**config.mk**
```make
export PLATFORM = sky130hd
export DESIGN_NAME = isa_cap_reg
export DESIGN_NICKNAME = d
export VERILOG_FILES = /design/src/rtl/isa_cap_pkg.sv /design/src/rtl/isa_write_filter.sv /design/src/rtl/isa_cap_store.sv /design/src/rtl/isa_cap_reg.sv
export SDC_FILE = /design/constraint.sdc
export NUM_CORES = 1
export LEC_CHECK = 0
export BUFFER_PORTS_ARGS = -buffer_cell sky130_fd_sc_hd__buf_2
export CAP_MARGIN = 20
export CELL_PAD_IN_SITES_DETAIL_PLACEMENT = 1
export CELL_PAD_IN_SITES_GLOBAL_PLACEMENT = 1
export CORE_ASPECT_RATIO = 0.7
export CORE_MARGIN = 8
export CORE_UTILIZATION = 42
export DETAILED_ROUTE_END_ITERATION = 6
export PLACE_DENSITY_LB_ADDON = 0.1
export SLEW_MARGIN = 40
export SYNTH_ARGS = -nofsm -noshare
export SYNTH_HDL_FRONTEND = slang
export SYNTH_HIERARCHICAL = 1
export SYNTH_SLANG_ARGS = --single-unit
```
**constraint.sdc**
```tcl
create_clock -name clk -period 1.8 [get_ports clk]
set_clock_uncertainty 0.15 [all_clocks]
set_input_delay 0.27 -clock clk [delete_from_list [all_inputs] [get_ports clk]]
set_output_delay 0.27 -clock clk [all_outputs]
set_load 0.1 [all_outputs]
```
**src/rtl/isa_cap_pkg.sv**
```systemverilog
package isa_cap_pkg;
  localparam int EXT_W = 26;
  localparam int BIT_A = 0;
  localparam int BIT_C = 2;
  localparam int BIT_D = 3;
  localparam int BIT_E = 4;
  localparam int BIT_F = 5;
  localparam int BIT_I = 8;
  localparam int BIT_M = 12;
  localparam int BIT_S = 18;
  localparam int BIT_U = 20;

  function automatic logic [EXT_W-1:0] known_set();
    logic [EXT_W-1:0] s;
    s = '0;
    s[BIT_A] = 1'b1; s[BIT_C] = 1'b1; s[BIT_D] = 1'b1;
    s[BIT_E] = 1'b1; s[BIT_F] = 1'b1; s[BIT_I] = 1'b1;
    s[BIT_M] = 1'b1; s[BIT_S] = 1'b1; s[BIT_U] = 1'b1;
    return s;
  endfunction
endpackage

```
**src/rtl/isa_write_filter.sv**
```systemverilog
module isa_write_filter
  import isa_cap_pkg::*;
#(
  parameter int              XLEN        = 32,
  parameter logic [EXT_W-1:0] EXT_SUPPORT = 26'h014112D
) (
  input  logic [EXT_W-1:0]     req_ext_i,
  input  logic [XLEN-EXT_W-1:0] cur_top_i,
  input  logic                 fetch_aligned_i,
  output logic                 base_ok_o,
  output logic [XLEN-1:0]      legal_o
);
  localparam logic [EXT_W-1:0] ALLOWED = EXT_SUPPORT & known_set();

  logic [EXT_W-1:0] ext_masked;
  logic [EXT_W-1:0] ext_fixed;

  // whole-write drop: need I, and E is never accepted
  assign base_ok_o  = req_ext_i[BIT_I] && !req_ext_i[BIT_E];
  assign ext_masked = req_ext_i & ALLOWED;

  always_comb begin
    ext_fixed = ext_masked;
    if (ext_fixed[BIT_D] && !ext_fixed[BIT_F]) ext_fixed[BIT_D] = 1'b0;
    if (ext_fixed[BIT_C] && !fetch_aligned_i)  ext_fixed[BIT_C] = 1'b0;
  end

  assign legal_o = {cur_top_i, ext_fixed};

  always_comb begin
    if (base_ok_o) begin
      a_dfix_r6: assert (!(legal_o[BIT_D] && !legal_o[BIT_F]));
    end
  end
endmodule

```
**src/rtl/isa_cap_store.sv**
```systemverilog
module isa_cap_store #(
  parameter int              XLEN      = 32,
  parameter logic [XLEN-1:0] RESET_VAL = '0
) (
  input  logic            clk,
  input  logic            rst_n,
  input  logic            load_i,
  input  logic [XLEN-1:0] load_val_i,
  output logic [XLEN-1:0] q_o,
  output logic            changed_o
);
  logic [XLEN-1:0] q_d;
  logic            chg_d;
  logic            q_en;

  always_comb begin
    q_en  = load_i;
    q_d   = load_val_i;
    chg_d = load_i && (load_val_i != q_o);
  end

  always_ff @(posedge clk or negedge rst_n) begin
    if (!rst_n) begin
      q_o       <= RESET_VAL;
      changed_o <= 1'b0;
    end else begin
      if (q_en) q_o <= q_d;
      changed_o <= chg_d;
    end
  end
endmodule

```
**src/rtl/isa_cap_reg.sv**
```systemverilog
module isa_cap_reg
  import isa_cap_pkg::*;
#(
  parameter int               XLEN        = 32,
  parameter logic [1:0]       MXL_RESET   = 2'b01,
  parameter logic [EXT_W-1:0] EXT_SUPPORT = 26'h014112D
) (
  input  logic            clk,
  input  logic            rst_n,
  input  logic            feat_en_i,
  input  logic            wr_strobe_i,
  input  logic [XLEN-1:0] wr_data_i,
  input  logic            fetch_aligned_i,
  output logic [XLEN-1:0] isa_q_o,
  output logic            caps_changed_o
);
  localparam int              TOP_W     = XLEN - EXT_W;
  localparam logic [EXT_W-1:0] ALLOWED  = EXT_SUPPORT & known_set();
  localparam logic [XLEN-1:0] RESET_VAL = {MXL_RESET, {(TOP_W-2){1'b0}}, EXT_SUPPORT};

  logic [1:0]      rst_sync;
  logic            rst_int_n;
  logic            base_ok;
  logic [XLEN-1:0] legal_val;
  logic            do_load;

  always_ff @(posedge clk or negedge rst_n) begin
    if (!rst_n) rst_sync <= 2'b00;
    else        rst_sync <= {rst_sync[0], 1'b1};
  end
  assign rst_int_n = rst_sync[1];

  isa_write_filter #(.XLEN(XLEN), .EXT_SUPPORT(EXT_SUPPORT)) u_filter (
    .req_ext_i       (wr_data_i[EXT_W-1:0]),
    .cur_top_i       (isa_q_o[XLEN-1:EXT_W]),
    .fetch_aligned_i (fetch_aligned_i),
    .base_ok_o       (base_ok),
    .legal_o         (legal_val)
  );

  assign do_load = feat_en_i && wr_strobe_i && base_ok;

  isa_cap_store #(.XLEN(XLEN), .RESET_VAL(RESET_VAL)) u_store (
    .clk        (clk),
    .rst_n      (rst_int_n),
    .load_i     (do_load),
    .load_val_i (legal_val),
    .q_o        (isa_q_o),
    .changed_o  (caps_changed_o)
  );

  p_feat_off_hold_r2: assert property (@(posedge clk) disable iff (!rst_int_n)
    !feat_en_i |=> $stable(isa_q_o));
  p_no_base_drop_r3: assert property (@(posedge clk) disable iff (!rst_int_n)
    (wr_strobe_i && !wr_data_i[BIT_I]) |=> $stable(isa_q_o));
  p_e_drop_r4: assert property (@(posedge clk) disable iff (!rst_int_n)
    (wr_strobe_i && wr_data_i[BIT_E]) |=> $stable(isa_q_o));
  p_subset_r5: assert property (@(posedge clk) disable iff (!rst_int_n)
    !$stable(isa_q_o) |-> ((isa_q_o[EXT_W-1:0] & ~ALLOWED) == '0));
  p_c_align_r7: assert property (@(posedge clk) disable iff (!rst_int_n)
    (wr_strobe_i && !fetch_aligned_i) |=> (!isa_q_o[BIT_C] || $stable(isa_q_o)));
  p_top_keep_r8: assert property (@(posedge clk) disable iff (!rst_int_n)
    (wr_strobe_i && (wr_data_i[XLEN-1:EXT_W] != '0)) |=> $stable(isa_q_o[XLEN-1:EXT_W]));
  p_pulse_on_change_r9: assert property (@(posedge clk) disable iff (!rst_int_n)
    !$stable(isa_q_o) |-> caps_changed_o);
  p_pulse_only_change_r9: assert property (@(posedge clk) disable iff (!rst_int_n)
    caps_changed_o |-> !$stable(isa_q_o));
endmodule

```
* After elaboration in Yosys (flattened, before gate mapping)
Cells that the tools add are included.
** Word-level totals
- Register bits after elaboration :: 11
- Latch bits :: 0
- Output and inout port bits :: 33
- ROM bits :: 0
- Memories :: 0
- Logic and storage cells :: 15
- Bits in writable memories :: 0
** Cells by class
- Muxes and demuxes :: 2
- Equal/unequal tests :: 1
- Order comparisons :: 0
- Shifts and indexed selects :: 0
- Reductions and logical operators :: 9
- Bitwise gates (word level) :: 0
- Add/subtract/negate cells :: 0
- Multipliers :: 0
- Div/mod/pow operators :: 0
** Operators by type and width (count)
- $ne 8x8->1 :: 1
- $logic_and 1x1->1 :: 6
- $logic_not 1->1 :: 3
- $mux 1 :: 2

* Logic depth before layout (Yosys ltp)
Gate-level depths: netlist of run 1.
- Word-level depth :: 5
- Depth in mapped cells :: 5
- Depth with buffers taken out :: 5

* By module
The synthesis of run 1 kept the hierarchy.
** Modules (own cells, without submodules)
- isa_cap_store :: cells an instance 112, area each 1586.5 µm², times used 1, sequential area each 837.1 µm²
- isa_write_filter :: cells an instance 34, area each 255.2 µm², times used 1, sequential area each 0.0 µm²
- isa_cap_reg :: cells an instance 4, area each 60.1 µm², times used 1, sequential area each 50.0 µm²

* Least setup slack after synthesis of run 1
OpenSTA, ideal clock, no wires.
- Path type :: flip-flop to flip-flop
- From :: register, netlist name u_store/q_o[29]
- To :: register u_store.changed_o
- Arrival time :: 1.719 ns
- Period minus slack after synthesis :: 2.001 ns
- Stages on the path, launching flop included :: 6
- Setup slack :: -0.201 ns
- Cells stage by stage :: dfrtp_1 > buf_4 > xnor2_1 > nand4_1 > nor4_1 > a21boi_1
** RTL lines
- end signal, assigned :: line isa_cap_store.sv:28 : changed_o <= chg_d;
- end, declared :: line isa_cap_store.sv:10 : output logic changed_o

* Worst setup path after layout of run 1
- From :: register u_store.q_o[5]
- To :: output isa_q_o[5]
** RTL lines
- start, declared :: line isa_cap_store.sv:9 : output logic [XLEN-1:0] q_o,
- start signal, assigned :: line isa_cap_store.sv:27 : if (q_en) q_o <= q_d;
- end, declared :: line isa_cap_reg.sv:14 : output logic [XLEN-1:0] isa_q_o,
No word-level cell between the ends.

==> summary.txt, run 1 <==
Run status
  – Outcome: finished, final reports clean

Clock network
  – Worst skew pair latency: 0.28 ns
  – Clock Path Buffers: 2
  – Cts bufs inserted: 5
  – TritonCTS Sinks: 35
  – CTS H-tree lvls: 2
  – CTS root buffer: clkbuf_8
  – Clk slew on worst S/H paths: 0.07 ns
  – CTS tree: built

Synthesis
  – Dominant cell type by area after synthesis: dfrtp_1
  – Synth top area cells: dfrtp_1 34%, mux2_2 19%, xnor2_1 15%
  – FF+latch count, synth: 35
  – Top-area cell type share of the netlist area: 0.342
  – Syn Inst Count: 150
  – EDFF count, synth: 0
  – Top cells by count, synth: 32 x mux2_2, 32 x xnor2_1, 30 x buf_4
  – Synthesis warning total: 6
  – Mapped cell area: 1900 um^2
  – Syn Area/Cell: 12.7 um^2
  – Main flop type after synthesis: dfrtp_1
  – Post-synthesis sequential area ratio: 0.466
  – Yosys cell types: 14
  – Asr flop ratio synth: 1.00

GRT
  – Global-route usage over all layers: 0.111
  – GRT Residual Overflow: 0
  – Pin count of the biggest net entering global routing: 34
  – First-pass GRT wire length: 5.89 mm
  – Initial antenna violation count: 0
  – Vias in the first global route: 1213

Floorplan
  – Initial Util: 0.437
  – Io pins: 70
  – Die area: 6970 um^2
  – Core area: 4350 um^2
  – Row Count: 20
  – Die X: 96.4 um
  – Die H: 72.3 um

Timing
  – Tcrit/Tclk final: 0.938
  – Fmax: 593 MHz
  – Final Hold Viols: 0
  – Max-slew violation count: 0
  – Final setup margin: 0.112 ns
  – Fin crit period: 1.69 ns
  – RSZ-0062 raised after global routing: no
  – Endpoints failing setup: 0
  – Final setup TNS: 0 ns

Placed design
  – Placed cell areas: 2050 um^2
  – Port Buffers: 46
  – Pre-CTS setup slack: 0.190 ns
  – Hpwl dp: 2.71 mm
  – RD Place Congestion: 0.696

Route
  – Vias: 1075
  – Routed WL: 3.55 mm
  – Detailed router's first-iteration violation count: 19
  – Initial DRT Pass Iterations: 2
  – Avg Vias per Cell: 4.39
  – Routed WL per cell: 14.5 um
  – DRC: 0
  – Final ANT Viol Nets: 0

Power
  – Comb pwr share: 0.451
  – Internal power: 1.70 mW
  – Pwr/cell area: 1490 nW/um^2
  – Peak supply drop: 0.727 mV
  – Sw Pwr: 1.55 mW
  – Leakage: 0.967 nW
  – Clk pwr share: 0.222
  – Reg power frac: 0.327
  – Sw Share: 0.476

Worst setup path
  – Crit Path Category: reg2out
  – CP top delay family: flip-flops
  – Worst endpoint required time: 1.38 ns
  – Setup crit end kind: output pin
  – CP max stage cell: dfstp_2
  – CP max stage delay: 0.56 ns
  – CP Max Fanout: 3
  – Worst-path cell chain: buf_2
  – Arrival time worst endpoint: 1.27 ns
  – Bufs and invs on worst path: 1
  – Worst setup SP type: register

Final layout
  – Fraction of layout cells with a size suffix above 1: 0.542
  – Footprint of the multi-input gates: 815 um^2
  – Final Util: 0.501
  – Fillers: 486
  – Post-layout net count: 226
  – # diodes: 0
  – Reg area: 897 um^2
  – Post-route cell area: 2180 um^2
  – Area Overhead vs Synth: 14.7%

Run
  – Max-cap violations: 0

Min path
  – Hold Crit Class: in2reg
==> path summary, 6_finish.rpt <==
kind	slack, ns	endpoint	cells past startpoint	from
min reg2reg	0.13	u_store/q_o[10]	1	rst_sync[1]
max	0.11	isa_q_o[5]	1	u_store/q_o[5]
max in group asynchronous	1.03	u_store/q_o[12]	1	rst_sync[1]
max reg2reg	0.22	u_store/changed_o	4	u_store/q_o[30]
min in group asynchronous	0.13	u_store/q_o[10]	1	rst_sync[1]
min	0.09	u_store/q_o[20]	2	wr_data_i[20]
==> layer usage <==
layer / track usage / routed length, um
met5: 0 / 0
met4: 0.0301 / 22
met3: 0.0485 / 300
met2: 0.177 / 1720
met1: 0.132 / 1510
==> registers in the layout (all words and copies together) (netlist names) <==
| signal | cells |
|---|---|
| u_store/q_o | 32 |
| rst_sync | 2 |
| u_store/changed_o | 1 |
==> cells in the final DEF, fill, tap and decap left out, drive strengths merged, types with 2 or more instances in the layout <==
master	n
nand4	8
mux2	32
clkbuf	6
dfrtp	26
buf	48
xnor2	32
and2	2
dfstp	9
conb	19
nor4	2
==> cells by family (layout without fill, tap and decap cells) <==
group	after synthesis	count (layout)	synth area share
AND/OR/NAND/NOR	14	14	0.0500
other	2	19	0.00395
buffers and inverters	34	57	0.139
multiplexers	32	32	0.189
AO/OA/AOI/OAI	1	1	0.00395
XOR/XNOR	32	32	0.147
flip-flops	35	35	0.466
==> area by class of cell <==
type / count / share of cell area
clock buffer: 6 / 0.0379
multi-input combinational: 98 / 0.373
clock inverter: 2 / 0.0161
sequential: 35 / 0.411
timing repair buffer: 49 / 0.130
tap: 55 / 0.0316
==> power groups by stage <==
stage / combinational (mW) / sequential, mW / clock [mW]
after global placement: 1.46 / 1.06 / 0
after detailed placement: 1.48 / 1.08 / 0
after CTS: 1.48 / 1.07 / 0.752
after global routing: 1.53 / 1.09 / 0.786
after floorplan: 0.329 / 2.03 / 0
final: 1.46 / 1.06 / 0.723
==> metrics by stage <==
stage	hold WS [ns]	power, mW	std cells
finish	0.0941	3.25	245
global route	0.0856	3.40	245
CTS	0.0814	3.30	245
detailed placement	-0.0923	2.56	236
global placement	-0.0957	2.53	236
floorplan	-0.176	2.36	167
==> timing repair <==
item,CTS,global route
hold buffers,1,0
gates resized for setup,0,0
hold endpoints to repair,2,0
setup buffers,0,0
Power figures use the tool's default switching activity.
==> run 2: changes to the inputs <==
RECOVER_POWER = 50   (was not set)
==> run 2 against run 1 <==
  * Fmax increased by 0.11%
  * Worst hold slack improved by 0.0011 ns
  * Cell count unchanged
  * Power fell by 0.17%
  * Sequential share of layout area rose by 0.45 points
  * Critical path type unchanged
  * Largest cell class unchanged
  * Highest routed layer unchanged
==> summary.txt, run 2 (synthesized netlist as in run 1, its figures left out) <==
Final layout
  – Max reg flops: 32
  – # diodes: 0
  – Post-layout net count: 226
  – Area Overhead vs Synth: 13.4%
  – Most flops, register: u_store/q_o
  – Most common cell after layout, fill and taps aside: buf_2
  – Top flop regs: u_store/q_o: 32 flops, rst_sync: 2 flops, u_store/changed_o: 1 flops
  – Fraction of layout cells with a size suffix above 1: 0.537
  – Fillers: 489
  – Most frequent cells in the layout: 45 x buf_2, 32 x xnor2_1, 32 x mux2_2

Worst setup path
  – Worst setup SP type: register
  – Crit Path Category: reg2out
  – Setup crit end kind: output pin
  – CP Max Fanout: 3
  – CP top delay family: flip-flops
  – Bufs and invs on worst path: 1
  – CP max stage cell: dfstp_2
  – Worst endpoint required time: 1.38 ns
  – CP max stage delay: 0.56 ns
  – Arrival time worst endpoint: 1.27 ns
  – Worst-path cell chain: buf_2

Timing
  – Max-slew violation count: 0
  – Worst-Margin Slew: 0.825 ns
  – Endpoints failing setup: 0
  – Rel. slew slack: 0.450
  – Fmax: 593 MHz
  – Final Hold Viols: 0
  – Final setup TNS: 0 ns
  – Tcrit/Tclk final: 0.937
  – Fin crit period: 1.69 ns
  – Fin Hold WS: 0.0952 ns
  – RSZ-0062 raised after global routing: no

GRT
  – First-pass GRT wire length: 5.89 mm
  – Pin count of the biggest net entering global routing: 34
  – Initial antenna violation count: 0
  – GRT Residual Overflow: 0
  – Global-route usage over all layers: 0.111
  – Vias in the first global route: 1213

Route
  – DRC: 0
  – Detailed router's first-iteration violation count: 30
  – Initial DRT Pass Iterations: 3
  – Routed WL per cell: 14.5 um
  – Final ANT Viol Nets: 0
  – Vias: 1067
  – Avg Vias per Cell: 4.36
  – Routed WL: 3.56 mm

Placed design
  – Hpwl dp: 2.71 mm
  – RD Place Congestion: 0.696
  – Port Buffers: 46

Floorplan
  – Die H: 72.3 um
  – Die area: 6970 um^2
  – Die X: 96.4 um
  – Initial Util: 0.437
  – Core area: 4350 um^2
  – Row Count: 20
  – Io pins: 70

Clock network
  – CTS tree: built
  – Clock Path Buffers: 2
  – Worst skew pair latency: 0.28 ns
  – Clk slew on worst S/H paths: 0.07 ns
  – CTS root buffer: clkbuf_8
  – Cts bufs inserted: 5
  – CTS H-tree lvls: 2
  – TritonCTS Sinks: 35

Power
  – Peak supply drop: 0.727 mV
  – Pwr/cell area: 1500 nW/um^2
  – Leakage: 0.957 nW

Run status
  – Outcome: finished, final reports clean

Min path
  – Hold Crit Class: in2reg

Run
  – Max-cap violations: 0
[run 2: final cells by class]
class                      instances  area (um^2)  area share
tap                               55         68.8      0.0319
clock inverter                     2         35.0      0.0162
sequential                        35          897       0.416
timing repair buffer              49          264       0.122
multi-input combinational         98          810       0.375
clock buffer                       6         82.6      0.0383
[run 2: power by group]
group	switching (mW)	internal [mW]	leakage (nW)	total, mW
logic	1.15	0.305	0.486	1.46
clock network	0.275	0.448	0.0612	0.723
registers	0.118	0.945	0.410	1.06
total	1.55	1.70	0.957	3.25
[run 2: worst paths after layout]
| path | from | to | slack (ns) | depth (start not counted) |
|---|---|---|---|---|
| worst min-delay path | wr_data_i[20] | u_store/q_o[20] | 0.1 | 2 |
| worst max register to register | u_store/q_o[30] | u_store/changed_o | 0.20 | 4 |
| worst max-delay path | u_store/q_o[5] | isa_q_o[5] | 0.11 | 1 |
| min in group asynchronous | rst_n | rst_sync[1] | 0.16 | 2 |
| worst min register to register | rst_sync[0] | rst_sync[1] | 0.21 | 0 |
| max in group asynchronous | rst_sync[1] | u_store/q_o[31] | 0.64 | 1 |
[run 2: metal layers]
layer / vias to the layer above / track usage / routed length [um]
met1: 505 / 0.132 / 1510
met5: - / 0 / 0
met4: 0 / 0.0301 / 11
met3: 2 / 0.0485 / 300
li1: 533 / - / -
met2: 27 / 0.177 / 1740
[run 2: repair_timing]
action / CTS / global route
setup buffers: 0 / 0
hold endpoints to repair: 2 / 0
resized for setup: 0 / 0
hold buffers: 1 / 0
[run 2: through the flow]
| stage | worst slack, ns | power (mW) | utilization | instances | cell area [um^2] |
|---|---|---|---|---|---|
| floorplan | 0.0504 | 2.36 | - | 167 | 1980 |
| global placement | 0.204 | 2.53 | 0.472 | 236 | 2050 |
| detailed placement | 0.190 | 2.56 | 0.472 | 236 | 2050 |
| CTS | 0.0904 | 3.30 | 0.501 | 245 | 2180 |
| global route | 0.0428 | 3.39 | 0.495 | 245 | 2160 |
| finish | 0.114 | 3.25 | 0.495 | 245 | 2160 |
[run 2: worst reg2reg max path: cells and delay by family (launching register included)]
kind | cells | cell delay (ns)
AOI/OAI and AO/OA | 1 | 0.12
xor gates and xnor gates | 1 | 0.12
DFF | 1 | 0.65
and+or+nand+nor | 2 | 0.43
==> run 3: changes to the inputs <==
CORE_ASPECT_RATIO = 1.1   (was 0.7)
PLACE_DENSITY_LB_ADDON = 0.08   (was 0.1)
REMOVE_ABC_BUFFERS = 1   (was not set)
==> run 3 against run 2 <==
  * First-iteration DRC count grew 13%
  * Critical endpoint is now isa_q_o[30]
  * Sequential share of layout area grew 0.71 points
  * Worst setup slack lost 0.014 ns
==> summary.txt, run 3 (synthesized netlist as in run 1, its figures left out) <==
Final layout
  – Area Overhead vs Synth: 10.3%
  – Most frequent cells in the layout: 46 x buf_2, 32 x xnor2_1, 32 x mux2_2
  – Top flop regs: u_store/q_o: 32 flops, rst_sync: 2 flops, u_store/changed_o: 1 flops
  – Max reg flops: 32
  – # diodes: 0
  – Post-layout net count: 227
  – Final Util: 0.486
  – Fraction of layout cells with a size suffix above 1: 0.492
  – Most common cell after layout, fill and taps aside: buf_2
  – Most flops, register: u_store/q_o

Worst setup path
  – Worst setup SP type: register
  – Arrival time worst endpoint: 1.28 ns
  – CP max stage cell: dfstp_2
  – Crit Path Category: reg2out
  – Worst endpoint required time: 1.38 ns
  – Setup crit end kind: output pin
  – Bufs and invs on worst path: 1
  – Worst-path cell chain: buf_2
  – CP top delay family: flip-flops
  – CP max stage delay: 0.56 ns
  – CP Max Fanout: 5

Power
  – Pwr/cell area: 1450 nW/um^2
  – Peak supply drop: 0.675 mV
  – Leakage: 0.941 nW
  – Total power: 3.04 mW

Floorplan
  – Die area: 6940 um^2
  – Die X: 80.2 um
  – Die H: 86.6 um
  – Row Count: 25
  – Initial Util: 0.441
  – Core area: 4320 um^2
  – Io pins: 70

Route
  – Metal3 WL: 328 um
  – Avg Vias per Cell: 4.56
  – Routed WL per cell: 13.8 um
  – Final ANT Viol Nets: 0
  – Routed WL: 3.38 mm
  – Metal2 WL: 1.60 mm
  – WL met1: 1.38 mm
  – Initial DRT Pass Iterations: 3
  – Vias: 1116
  – DRC: 0
  – Detailed router's first-iteration violation count: 34
  – DR top layer: met4

Clock network
  – Worst skew pair latency: 0.28 ns
  – CTS root buffer: clkbuf_8
  – TritonCTS Sinks: 35
  – Cts bufs inserted: 5
  – Clock Path Buffers: 2
  – PostCTS Resize Cnt: 0
  – Clk slew on worst S/H paths: 0.06 ns
  – CTS tree: built
  – CTS H-tree lvls: 2

GRT
  – GRT Residual Overflow: 0
  – Pin count of the biggest net entering global routing: 34
  – Global-route usage over all layers: 0.105
  – Vias in the first global route: 1213
  – First-pass GRT wire length: 5.58 mm
  – Initial antenna violation count: 0

Timing
  – Final setup margin: 0.100 ns
  – RSZ-0062 raised after global routing: no
  – Max-slew violation count: 0
  – Worst-Margin Slew: 1.08 ns
  – Final Hold Viols: 0
  – Endpoints failing setup: 0
  – Fin Hold WS: 0.101 ns
  – Tcrit/Tclk final: 0.944
  – Rel. slew slack: 0.282
  – Fmax: 588 MHz
  – Fin crit period: 1.70 ns

Run
  – Max-cap violations: 0

Placed design
  – Hpwl dp: 2.57 mm
  – Pre-CTS setup slack: 0.223 ns
  – Port Buffers: 46
  – RD Place Congestion: 0.678

Run status
  – Outcome: finished, final reports clean

Min path
  – Hold Crit Class: in2reg
==> run 3: cell count changes in the layout (fill, tap and decap cells not counted) <==
| cell | delta |
|---|---|
| bufinv_16 | -1 |
| dfrtp_1 | +5 |
| dfstp_4 | -1 |
| buf_12 | -1 |
| clkbuf_2 | -1 |
| clkbuf_1 | +4 |
| clkbuf_8 | -1 |
| dfstp_2 | +1 |
| buf_2 | +1 |
| dfrtp_2 | -5 |
==> run 3: path summary, 6_finish.rpt <==
kind	start	end	slack [ns]	cells after the start
max reg2reg	u_store/q_o[0]	u_store/changed_o	0.30	4
min reg2reg	rst_sync[0]	rst_sync[1]	0.20	0
max in group asynchronous	rst_sync[1]	u_store/q_o[27]	0.47	1
min in group asynchronous	rst_n	rst_sync[1]	0.15	2
max	u_store/q_o[30]	isa_q_o[30]	0.10	1
min	wr_data_i[12]	u_store/q_o[12]	0.10	2
==> run 3: cell type report <==
cell class / instances / area, um^2
Multi-Input combinational cell: 98 / 810
Timing Repair Buffer: 50 / 251
Tap cell: 54 / 67.6
Fill cell: 489 / 2220
Clock buffer: 7 / 76.3
Clock inverter: 1 / 5.00
Sequential cell: 35 / 887
==> run 3: what timing repair did <==
action,4_1_cts,5_1_grt
hold endpoints to repair,2,0
hold buffers,1,0
buffers inserted,0,0
==> run 3: per-stage QoR <==
step | std cells | TNS [ns] | cell area, um^2
6_report | 245 | 0 | 2100
5_1_grt | 245 | 0 | 2100
4_1_cts | 245 | 0 | 2130
3_5_place_dp | 236 | 0 | 2030
3_3_place_gp | 236 | 0 | 2030
2_1_floorplan | 133 | -3.00 | 1700
==> run 3: where the power goes <==
group | switching, mW | internal (mW) | total, mW
sequential | 0.112 | 0.946 | 1.06
combinational | 1.15 | 0.305 | 1.46
clock | 0.255 | 0.271 | 0.526
total | 1.52 | 1.52 | 3.04
==> run 3: per-layer routing <==
metal	vias to the layer above	GRT usage
met5	-	0
met4	0	0.0546
met3	6	0.0507
met2	35	0.160
met1	540	0.118
li1	535	-
